<file path="config.mk">
export PLATFORM = sky130hd
export DESIGN_NAME = host_word_bridge
export DESIGN_NICKNAME = d
export VERILOG_FILES = /design/src/rtl/hwb_pkg.sv /design/src/rtl/hwb_swap_reg.sv /design/src/rtl/hwb_wr_asm.sv /design/src/rtl/hwb_rd_mux.sv /design/src/rtl/host_word_bridge.sv
export SDC_FILE = /design/constraint.sdc
export NUM_CORES = 1
export LEC_CHECK = 0
export CORE_MARGIN = 2
export CORE_UTILIZATION = 49
export DETAILED_ROUTE_END_ITERATION = 10
export PLACE_DENSITY = 0.81
export REMOVE_ABC_BUFFERS = 1
export SLEW_MARGIN = 20
export SYNTH_ARGS = -nofsm -noshare
export SYNTH_HDL_FRONTEND = slang
export SYNTH_SLANG_ARGS = --single-unit
</file>
<file path="constraint.sdc">
create_clock -name clk -period 3.3 [get_ports clk]
set_input_delay 0.66 -clock clk [delete_from_list [all_inputs] [get_ports clk]]
set_output_delay 0.66 -clock clk [all_outputs]
set_load 0.02 [all_outputs]
</file>
<file path="src/rtl/hwb_pkg.sv">
// Shared types for the host half-word swap bridge.
// Assumes: the host bus width is fixed while out of reset.
package hwb_pkg;

    // Which part of the internal word a host access moves.
    typedef enum logic [1:0] {
        ACC_FULL = 2'd0,   // whole word on a 32-bit bus
        ACC_HI   = 2'd1,   // bytes 3:2 on a 16-bit bus
        ACC_LO   = 2'd2    // bytes 1:0 on a 16-bit bus
    } acc_kind_t;

    // Map bus width, A1 and swap mode to the part being accessed.
    function automatic acc_kind_t classify(input logic bus16,
                                           input logic a1,
                                           input logic all_ones_mode);
        if (!bus16)
            return ACC_FULL;
        return (a1 ^ all_ones_mode) ? ACC_HI : ACC_LO;
    endfunction

endpackage

</file>
<file path="src/rtl/hwb_swap_reg.sv">
// Half-swap control register.
// Holds the software-written swap word and flags when it is exactly all ones.
// Assumes: writes come as fully assembled words from the write assembler.
module hwb_swap_reg #(
    parameter int DW = 32
) (
    input  logic          clk,
    input  logic          rst_n,
    input  logic          wr_en,
    input  logic [DW-1:0] wr_word,
    output logic [DW-1:0] value,
    output logic          all_ones
);

    // Storage: clears to zero, loads on a committed write.
    always_ff @(posedge clk) begin
        if (!rst_n)
            value <= '0;
        else if (wr_en)
            value <= wr_word;
    end

    // Mode flag: only the exact all-ones pattern selects the swapped order.
    always_comb all_ones = &value;

endmodule

</file>
<file path="src/rtl/hwb_wr_asm.sv">
// Write assembler.
// Passes whole words through on a 32-bit bus. On a 16-bit bus it stages the
// upper half and builds the full word when the lower half arrives.
// Assumes: the kind input has already been derived from bus width, A1 and mode.
module hwb_wr_asm
    import hwb_pkg::*;
#(
    parameter int DW = 32
) (
    input  logic          clk,
    input  logic          rst_n,
    input  logic          wr_en,
    input  acc_kind_t     kind,
    input  logic [DW-1:0] wdata,
    output logic          commit,
    output logic [DW-1:0] word
);

    localparam int HW = DW / 2;

    logic [HW-1:0] stage_q;

    // Staging: capture the upper half on an upper-half write.
    always_ff @(posedge clk) begin
        if (!rst_n)
            stage_q <= '0;
        else if (wr_en && kind == ACC_HI)
            stage_q <= wdata[HW-1:0];
    end

    // Commit: a full access or the closing lower half produces a word.
    always_comb begin
        commit = wr_en && (kind != ACC_HI);
        word   = (kind == ACC_FULL) ? wdata : {stage_q, wdata[HW-1:0]};
    end

    // the word closed by a lower half carries the upper half written just before it
    a_r7_lo_joins_staged: assert property (@(posedge clk) disable iff (!rst_n)
        (wr_en && kind == ACC_LO && $past(wr_en && kind == ACC_HI))
        |-> word[DW-1:HW] == $past(wdata[HW-1:0]));

endmodule

</file>
<file path="src/rtl/hwb_rd_mux.sv">
// Read multiplexer.
// Puts the selected half (or the whole word) on the host lanes. An upper-half
// read captures the source word so the matching lower-half read stays coherent.
// Assumes: the source is valid in the cycle of the read.
module hwb_rd_mux
    import hwb_pkg::*;
#(
    parameter int DW = 32
) (
    input  logic          clk,
    input  logic          rst_n,
    input  logic          rd_en,
    input  acc_kind_t     kind,
    input  logic [DW-1:0] src,
    output logic [DW-1:0] rdata
);

    localparam int HW = DW / 2;

    logic [HW-1:0] hold_q;
    logic          hold_v;

    // Capture: an upper-half read stores the lower half of the source; a lower-half read consumes it.
    always_ff @(posedge clk) begin
        if (!rst_n) begin
            hold_q <= '0;
            hold_v <= 1'b0;
        end else if (rd_en && kind == ACC_HI) begin
            hold_q <= src[HW-1:0];
            hold_v <= 1'b1;
        end else if (rd_en && kind == ACC_LO) begin
            hold_v <= 1'b0;
        end
    end

    // Lane steering: zero when idle, upper lanes idle on a 16-bit bus.
    always_comb begin
        rdata = '0;
        if (rd_en) begin
            unique case (kind)
                ACC_FULL: rdata = src;
                ACC_HI:   rdata = {{HW{1'b0}}, src[DW-1:HW]};
                default:  rdata = {{HW{1'b0}}, (hold_v ? hold_q : src[HW-1:0])};
            endcase
        end
    end

    // half-width reads never drive the upper lanes
    a_r5_upper_lanes_zero: assert property (@(posedge clk) disable iff (!rst_n)
        (kind != ACC_FULL) |-> rdata[DW-1:HW] == '0);

    // a lower-half read right after an upper-half read returns the captured word
    a_r6_capture_used: assert property (@(posedge clk) disable iff (!rst_n)
        (rd_en && kind == ACC_LO && $past(rd_en && kind == ACC_HI))
        |-> rdata[HW-1:0] == $past(src[HW-1:0]));

endmodule

</file>
<file path="src/rtl/host_word_bridge.sv">
// Host half-word swap bridge (top).
// Adapts a 32-bit internal data path to a 32-bit or 16-bit host bus. It holds
// the half-swap register and registers the write pulse to the target.
// Assumes: chip select is decoded upstream; bus16 is static after reset.
module host_word_bridge
    import hwb_pkg::*;
#(
    parameter int DW = 32
) (
    input  logic          clk,
    input  logic          rst_n,
    input  logic          bus16,
    input  logic          hst_cs,
    input  logic          hst_rd,
    input  logic          hst_wr,
    input  logic          hst_a1,
    input  logic          hst_swap_sel,
    input  logic [DW-1:0] hst_wdata,
    output logic [DW-1:0] hst_rdata,
    input  logic [DW-1:0] tgt_rdata,
    output logic          tgt_we,
    output logic [DW-1:0] tgt_wdata
);

    logic [DW-1:0] swap_q;
    logic          all_ones;
    logic          rd_en;
    logic          wr_en;
    acc_kind_t     kind;
    logic          commit;
    logic [DW-1:0] word;
    logic [DW-1:0] rd_src;

    // Access decode: strobes qualified by chip select, half picked by A1 and the mode.
    always_comb begin
        rd_en  = hst_cs && hst_rd;
        wr_en  = hst_cs && hst_wr;
        kind   = classify(bus16, hst_a1, all_ones);
        rd_src = hst_swap_sel ? swap_q : tgt_rdata;
    end

    hwb_swap_reg #(.DW(DW)) u_swap (
        .clk      (clk),
        .rst_n    (rst_n),
        .wr_en    (commit && hst_swap_sel),
        .wr_word  (word),
        .value    (swap_q),
        .all_ones (all_ones)
    );

    hwb_wr_asm #(.DW(DW)) u_wasm (
        .clk    (clk),
        .rst_n  (rst_n),
        .wr_en  (wr_en),
        .kind   (kind),
        .wdata  (hst_wdata),
        .commit (commit),
        .word   (word)
    );

    hwb_rd_mux #(.DW(DW)) u_rmux (
        .clk   (clk),
        .rst_n (rst_n),
        .rd_en (rd_en),
        .kind  (kind),
        .src   (rd_src),
        .rdata (hst_rdata)
    );

    // Target port: one-cycle write pulse carrying the assembled word.
    always_ff @(posedge clk) begin
        if (!rst_n) begin
            tgt_we    <= 1'b0;
            tgt_wdata <= '0;
        end else begin
            tgt_we <= commit && !hst_swap_sel;
            if (commit && !hst_swap_sel)
                tgt_wdata <= word;
        end
    end

    // a target pulse is always caused by a completing write outside the swap register
    a_r7_we_has_cause: assert property (@(posedge clk) disable iff (!rst_n)
        tgt_we |-> $past(hst_cs && hst_wr && !hst_swap_sel && kind != ACC_HI));

    // on a 32-bit bus the committed word is the host word unchanged
    a_r8_full_word_passes: assert property (@(posedge clk) disable iff (!rst_n)
        (tgt_we && !bus16) |-> tgt_wdata == $past(hst_wdata));

    // the swap register moves only on writes that select it
    a_r9_swap_untouched: assert property (@(posedge clk) disable iff (!rst_n)
        !(hst_cs && hst_wr && hst_swap_sel) |=> $stable(swap_q));

endmodule

</file>
# Word-level counts from Yosys, hierarchy flattened
# Index checks and enable logic that the tools add are counted.
[totals] in_bits=72 latch_bits=0 romBits=0 elab_cells=31 mem_count=0 ram_bits=0 output_inout_bits=65 regBits=98
[op_classes] n_mux=9 magnitude_cmp=0 addsub=0 shift=0 div_mod_pow=0 bitwise=1 n_reduce_logical=12 multipliers=0 n_eq_ne=3
[op_table] operator="32-bit two-way mux" n=3
[op_table] operator="32-bit one-hot mux with 2 select lines" n=1
[op_table] operator="32-bit AND reduction" n=1
[op_table] operator="16-bit two-way mux" n=1
[op_table] operator="1-bit logical AND" n=8
[op_table] operator="2-bit two-way mux" n=2
[op_table] operator="2-bit by 1-bit == test with 1-bit output, second input constant" n=1
[op_table] operator="2-bit == test, second input constant" n=1
[op_table] operator="2-bit logical NOT" n=1
[op_table] operator="1-bit two-way mux" n=2
[op_table] operator="2-bit by 1-bit != test with 1-bit output, second input constant" n=1
[op_table] operator="2-bit nonzero test" n=1
[op_table] operator="1-bit logical NOT" n=1
[op_table] operator="1-bit XOR" n=1

# Longest topological paths before layout
[logic_depth] word_depth=8 ltp_mapped=7

# By module
# Synthesis repeated with hierarchy kept, for this count alone.
[unflattened] hier_cells=557 area_unflattened_um2=5136.2
[by_module_without_submodules] mod="host_word_bridge" seq_area_each_um2=660.6 area_per_inst_um2=1781.7 n_inst=1 cells_per_inst=185
[by_module_without_submodules] mod="hwb_swap_reg" seq_area_each_um2=640.6 area_per_inst_um2=1268.7 n_inst=1 cells_per_inst=114
[by_module_without_submodules] mod="hwb_rd_mux" seq_area_each_um2=340.3 area_per_inst_um2=1104.8 n_inst=1 cells_per_inst=152
[by_module_without_submodules] mod="hwb_wr_asm" seq_area_each_um2=320.3 area_per_inst_um2=980.9 n_inst=1 cells_per_inst=106

# Least setup slack after synthesis
# Ideal clock, no wire load.
[synth_path] kind="input to output" startpoint="in hst_swap_sel" endpoint="out hst_rdata[4]" cell_stages=6 arrival_time_ns=2.470 path_buffers=3 required_ns=2.640 slack_ns=0.170 cell_sequence="clkbuf_1 -> clkbuf_1 -> buf_1 -> mux2i_1 -> a21oi_1 -> o31a_1"
[synth_between] elab_chain_len=4
[synth_lines] item="start, declared" line_no="host_word_bridge.sv:17" rtl="input logic hst_swap_sel,"
[synth_lines] item="32-bit two-way mux *" line_no="host_word_bridge.sv:39" rtl="rd_src = hst_swap_sel ? swap_q : tgt_rdata;"
[synth_lines] item="16-bit two-way mux" line_no="hwb_rd_mux.sv:43" rtl="default: rdata = {{HW{1'b0}}, (hold_v ? hold_q : src[HW-1:0])};"
[synth_lines] item="32-bit one-hot mux with 2 select lines *" line_no="hwb_rd_mux.sv:40" rtl="unique case (kind)"
[synth_lines] item="32-bit two-way mux *" line_no="hwb_rd_mux.sv:39" rtl="if (rd_en) begin"
[synth_lines] item="end, declared" line_no="host_word_bridge.sv:19" rtl="output logic [DW-1:0] hst_rdata,"
# Mark *: on every way between the ends. The rest lies on a longest branch, timed or not.

# Worst setup path after layout
[layout_path] startpoint="reg u_swap.value[4]" endpoint="out hst_rdata[5]"
[layout_between] elab_chain_len=7
[layout_lines] item="start, declared" line_no="hwb_swap_reg.sv:11" rtl="output logic [DW-1:0] value,"
[layout_lines] item="start signal, assigned" line_no="hwb_swap_reg.sv:20" rtl="value <= wr_word;"
[layout_lines] item="32-bit AND reduction *" line_no="hwb_swap_reg.sv:24" rtl="always_comb all_ones = &value;"
[layout_lines] item="1-bit XOR *" line_no="hwb_pkg.sv:18" rtl="return (a1 ^ all_ones_mode) ? ACC_HI : ACC_LO;"
[layout_lines] item="2-bit two-way mux * (2 in a row)" line_no="hwb_pkg.sv:18"
[layout_lines] item="2-bit by 1-bit == test with 1-bit output or 2-bit logical NOT (tied branches)" line_no="hwb_rd_mux.sv:40"
[layout_lines] item="32-bit one-hot mux with 2 select lines *" line_no="hwb_rd_mux.sv:40"
[layout_lines] item="32-bit two-way mux *" line_no="hwb_rd_mux.sv:39"
# Marks and branches as above.

==> results.py <==
metrics = {
    "timing": {
        "fmax_ghz": 0.308,
        "finClkSkew_ns": 0.00827,
        "rsz0062_at_grt": "true",
        "maxSlewHeadroom": 0.571,
        "drv_slew": 0,
        "tightest_slew_ns": 0.639,
        "finalSetupViolCount": 0,
        "hold_viol_final": 0,
        "fin_crit_sh": 0.984,
        "layout_min_cycle_time_ns": 3.25,
    },
    "outcome": {
        "status": "completed",
    },
    "worst_setup_path": {
        "reg2reg_from": "u_swap.value[16]",
        "worstSetupPathType": "flop to primary output",
        "r2r_setup_slack_ns": 0.52,
        "cp_data_required_time_ns": 2.64,
        "crit_fanout": 6,
        "r2r_cells": 8,
        "r2r_end": "u_wasm.stage_q[15]",
        "worstPathArrival_ns": 2.59,
        "cp-start-kind": "flop",
        "crit_path_end_kind": "primary output",
    },
    "synthesis": {
        "synth_edf_count": 0,
        "synth-seq-cells": 98,
        "synth_cell_types": 32,
        "synth-warning-count": 0,
        "async_flop_share": 0,
        "ys.flop_type": "dfxtp_1",
        "synth.area.top_cells": "dfxtp_1 39%, mux2i_1 25%, nand2_1 11%",
        "synth_top_area_share": 0.390,
        "yosys.area.top_type": "dfxtp_1",
        "synth-seq-area-share": 0.390,
        "syn_avg_cell_area_sq_um": 9.04,
        "syn_area_sq_um": 5030,
        "synthCells": 557,
    },
    "global_route": {
        "grt_pass1_wl_um": 23000,
        "antenna_found_initial": 0,
        "track_usage": 0.259,
        "grt_pass1_vias": 4639,
        "grt_overflow": 0,
        "grt_start_max_net_pins": 74,
    },
    "die": {
        "die_area_sq_um": 11100,
        "core_sq_um": 10100,
        "rows": 37,
        "start_util": 0.497,
        "die_y_um": 105,
        "die_width_um": 105,
        "io_pins": 137,
    },
    "place": {
        "portBuffers": 136,
        "dp_cells": 816,
        "globalplace.congestion": 0.885,
        "place_hpwl_um": 10200,
    },
    "pwr": {
        "internal-power_uw": 1770,
        "p_per_area_nw_per_um2": 342,
        "combPwrFrac": 0.181,
        "design_power_total_uw": 2400,
        "vdd_drop_max_v": 0.000186,
        "clockPowerShare": 0.308,
        "switching_share": 0.264,
        "leakage_uw": 0.00262,
        "power_frac_seq": 0.511,
        "p_switching_uw": 632,
    },
    "finish": {
        "drive_gt1_frac": 0.192,
        "antenna_cells": 0,
        "mostFrequentLayoutCell": "nand2_1",
        "final_core_util": 0.691,
        "layout_common_cells": "148 x nand2_1, 126 x mux2i_1, 117 x clkdlybuf4s50_1, 85 x dfxtp_1, 33 x mux2_2",
        "final_cells": 839,
        "num-fill-cells": 775,
        "nets": 770,
        "syn_to_final_growth_pct": 39.1,
    },
    "drt": {
        "drc": 0,
        "viasPerCell": 5.40,
        "dr_total_vias": 4533,
        "finalWirelength_um": 14300,
        "firstDrtPassIters": 4,
        "drtIter0Drc": 178,
        "ant_nets": 0,
        "wl_per_cell_um": 17.0,
    },
    "worst_hold_path": {
        "worstHoldStart": "tgt_wdata[12]",
        "hold_end": "tgt_wdata[12]",
        "hold_depth": 2,
        "hold_path_class": "flop to flop",
    },
    "clocking": {
        "root_buffer": "clkbuf_8",
        "hold_buffers": 0,
        "cts_tree": "done",
        "cts_buffer_depth": 2,
        "htreeDepth": 3,
        "clk_latency_ns": 0.37,
        "numCtsBuffers": 9,
        "cts.clk_slew.worst_paths_ns": 0.09,
        "clock-sinks": 98,
    },
    "flow_run": {
        "cap_violations": 0,
    },
}
==> metrics by stage <==
step | area, sq um | TNS, ns | setup WS [ns] | hold slack (ns)
after global routing | 7010 | -0.471 | -0.0633 | 0.473
after global placement | 6670 | 0 | 0.0235 | 0.437
final | 7010 | 0 | 0.0533 | 0.462
after floorplan | 4850 | -46.07 | -0.717 | 0.430
after detailed placement | 6670 | -0.301 | -0.0437 | 0.447
after CTS | 6840 | 0 | 0.0132 | 0.461
==> cell type report <==
class                   instances  area (sq um)  share of cell area
multi-input cells             414          2960               0.423
flip-flops and latches         98          1980               0.282
repair buffers                174          1710               0.244
clock buffers                  14           173              0.0246
well taps                     136           170              0.0243
clock inverters                 2          10.0             0.00143
inverters                       1          3.75            0.000536
==> power groups by stage <==
stage | sequential, uW | combinational, uW | clock, uW
after floorplan | 1260 | 183 | 0
after global placement | 1250 | 420 | 0
after detailed placement | 1250 | 427 | 0
after CTS | 1230 | 422 | 750
after global routing | 1230 | 463 | 797
final | 1230 | 434 | 739
==> cells by family after synthesis <==
logic type / after synthesis / share of synthesized area
AO/OA/AOI/OAI: 55 / 0.0788
flip-flops: 98 / 0.390
multiplexers: 159 / 0.324
AND/OR/NAND/NOR: 200 / 0.170
buffers and inverters: 45 / 0.0373
==> repair_timing <==
action	CTS	global route
pin swaps	5	7
gates resized for setup	74	50
endpoints found under the setup margin	16	16
setup buffers	4	5
==> worst max-delay path by stage <==
stage,start,endpoint,cells after the start
6_report,u_swap.value[4],hst_rdata[5],8
5_1_grt,u_swap.value[4],hst_rdata[5],8
4_1_cts,u_swap.value[16],hst_rdata[2],7
3_5_place_dp,hst_a1,hst_rdata[13],6
3_3_place_gp,hst_a1,hst_rdata[9],6
2_1_floorplan,u_swap.value[22],tgt_wdata[0],5
==> layer usage <==
layer  track usage  share of wire
met1         0.336           0.45
met3        0.0458          0.060
met2         0.422           0.48
met4         0.112          0.016
met5             0              0
==> synth_stat cells, types with 3 or more instances <==
| cell | instances |
|---|---|
| nand4_1 | 8 |
| o21a_1 | 16 |
| a21oi_1 | 16 |
| buf_2 | 9 |
| dfxtp_1 | 98 |
| mux2i_1 | 126 |
| o31a_1 | 15 |
| nand2_1 | 148 |
| nor2_1 | 15 |
| and2_1 | 3 |
| clkbuf_1 | 33 |
| mux2_2 | 33 |
| nor3_1 | 15 |
==> sequential cells by signal (all words and copies together) (netlist names) <==
name            flops
u_rmux.hold_v       1
u_swap.value       32
tgt_we              1
u_wasm.stage_q     16
u_rmux.hold_q      16
tgt_wdata          32
==> worst max-delay path: stages (launching register included) <==
cell and delay (ns):
dfxtp_1 0.41, nand4_1 0.17, or4_4 0.59, buf_4 0.17
nor3_4 0.21, buf_6 0.17, nor3_2 0.05, o31a_1 0.30
buf_6 0.14
Note: power is estimated with default switching activity, not from simulation.
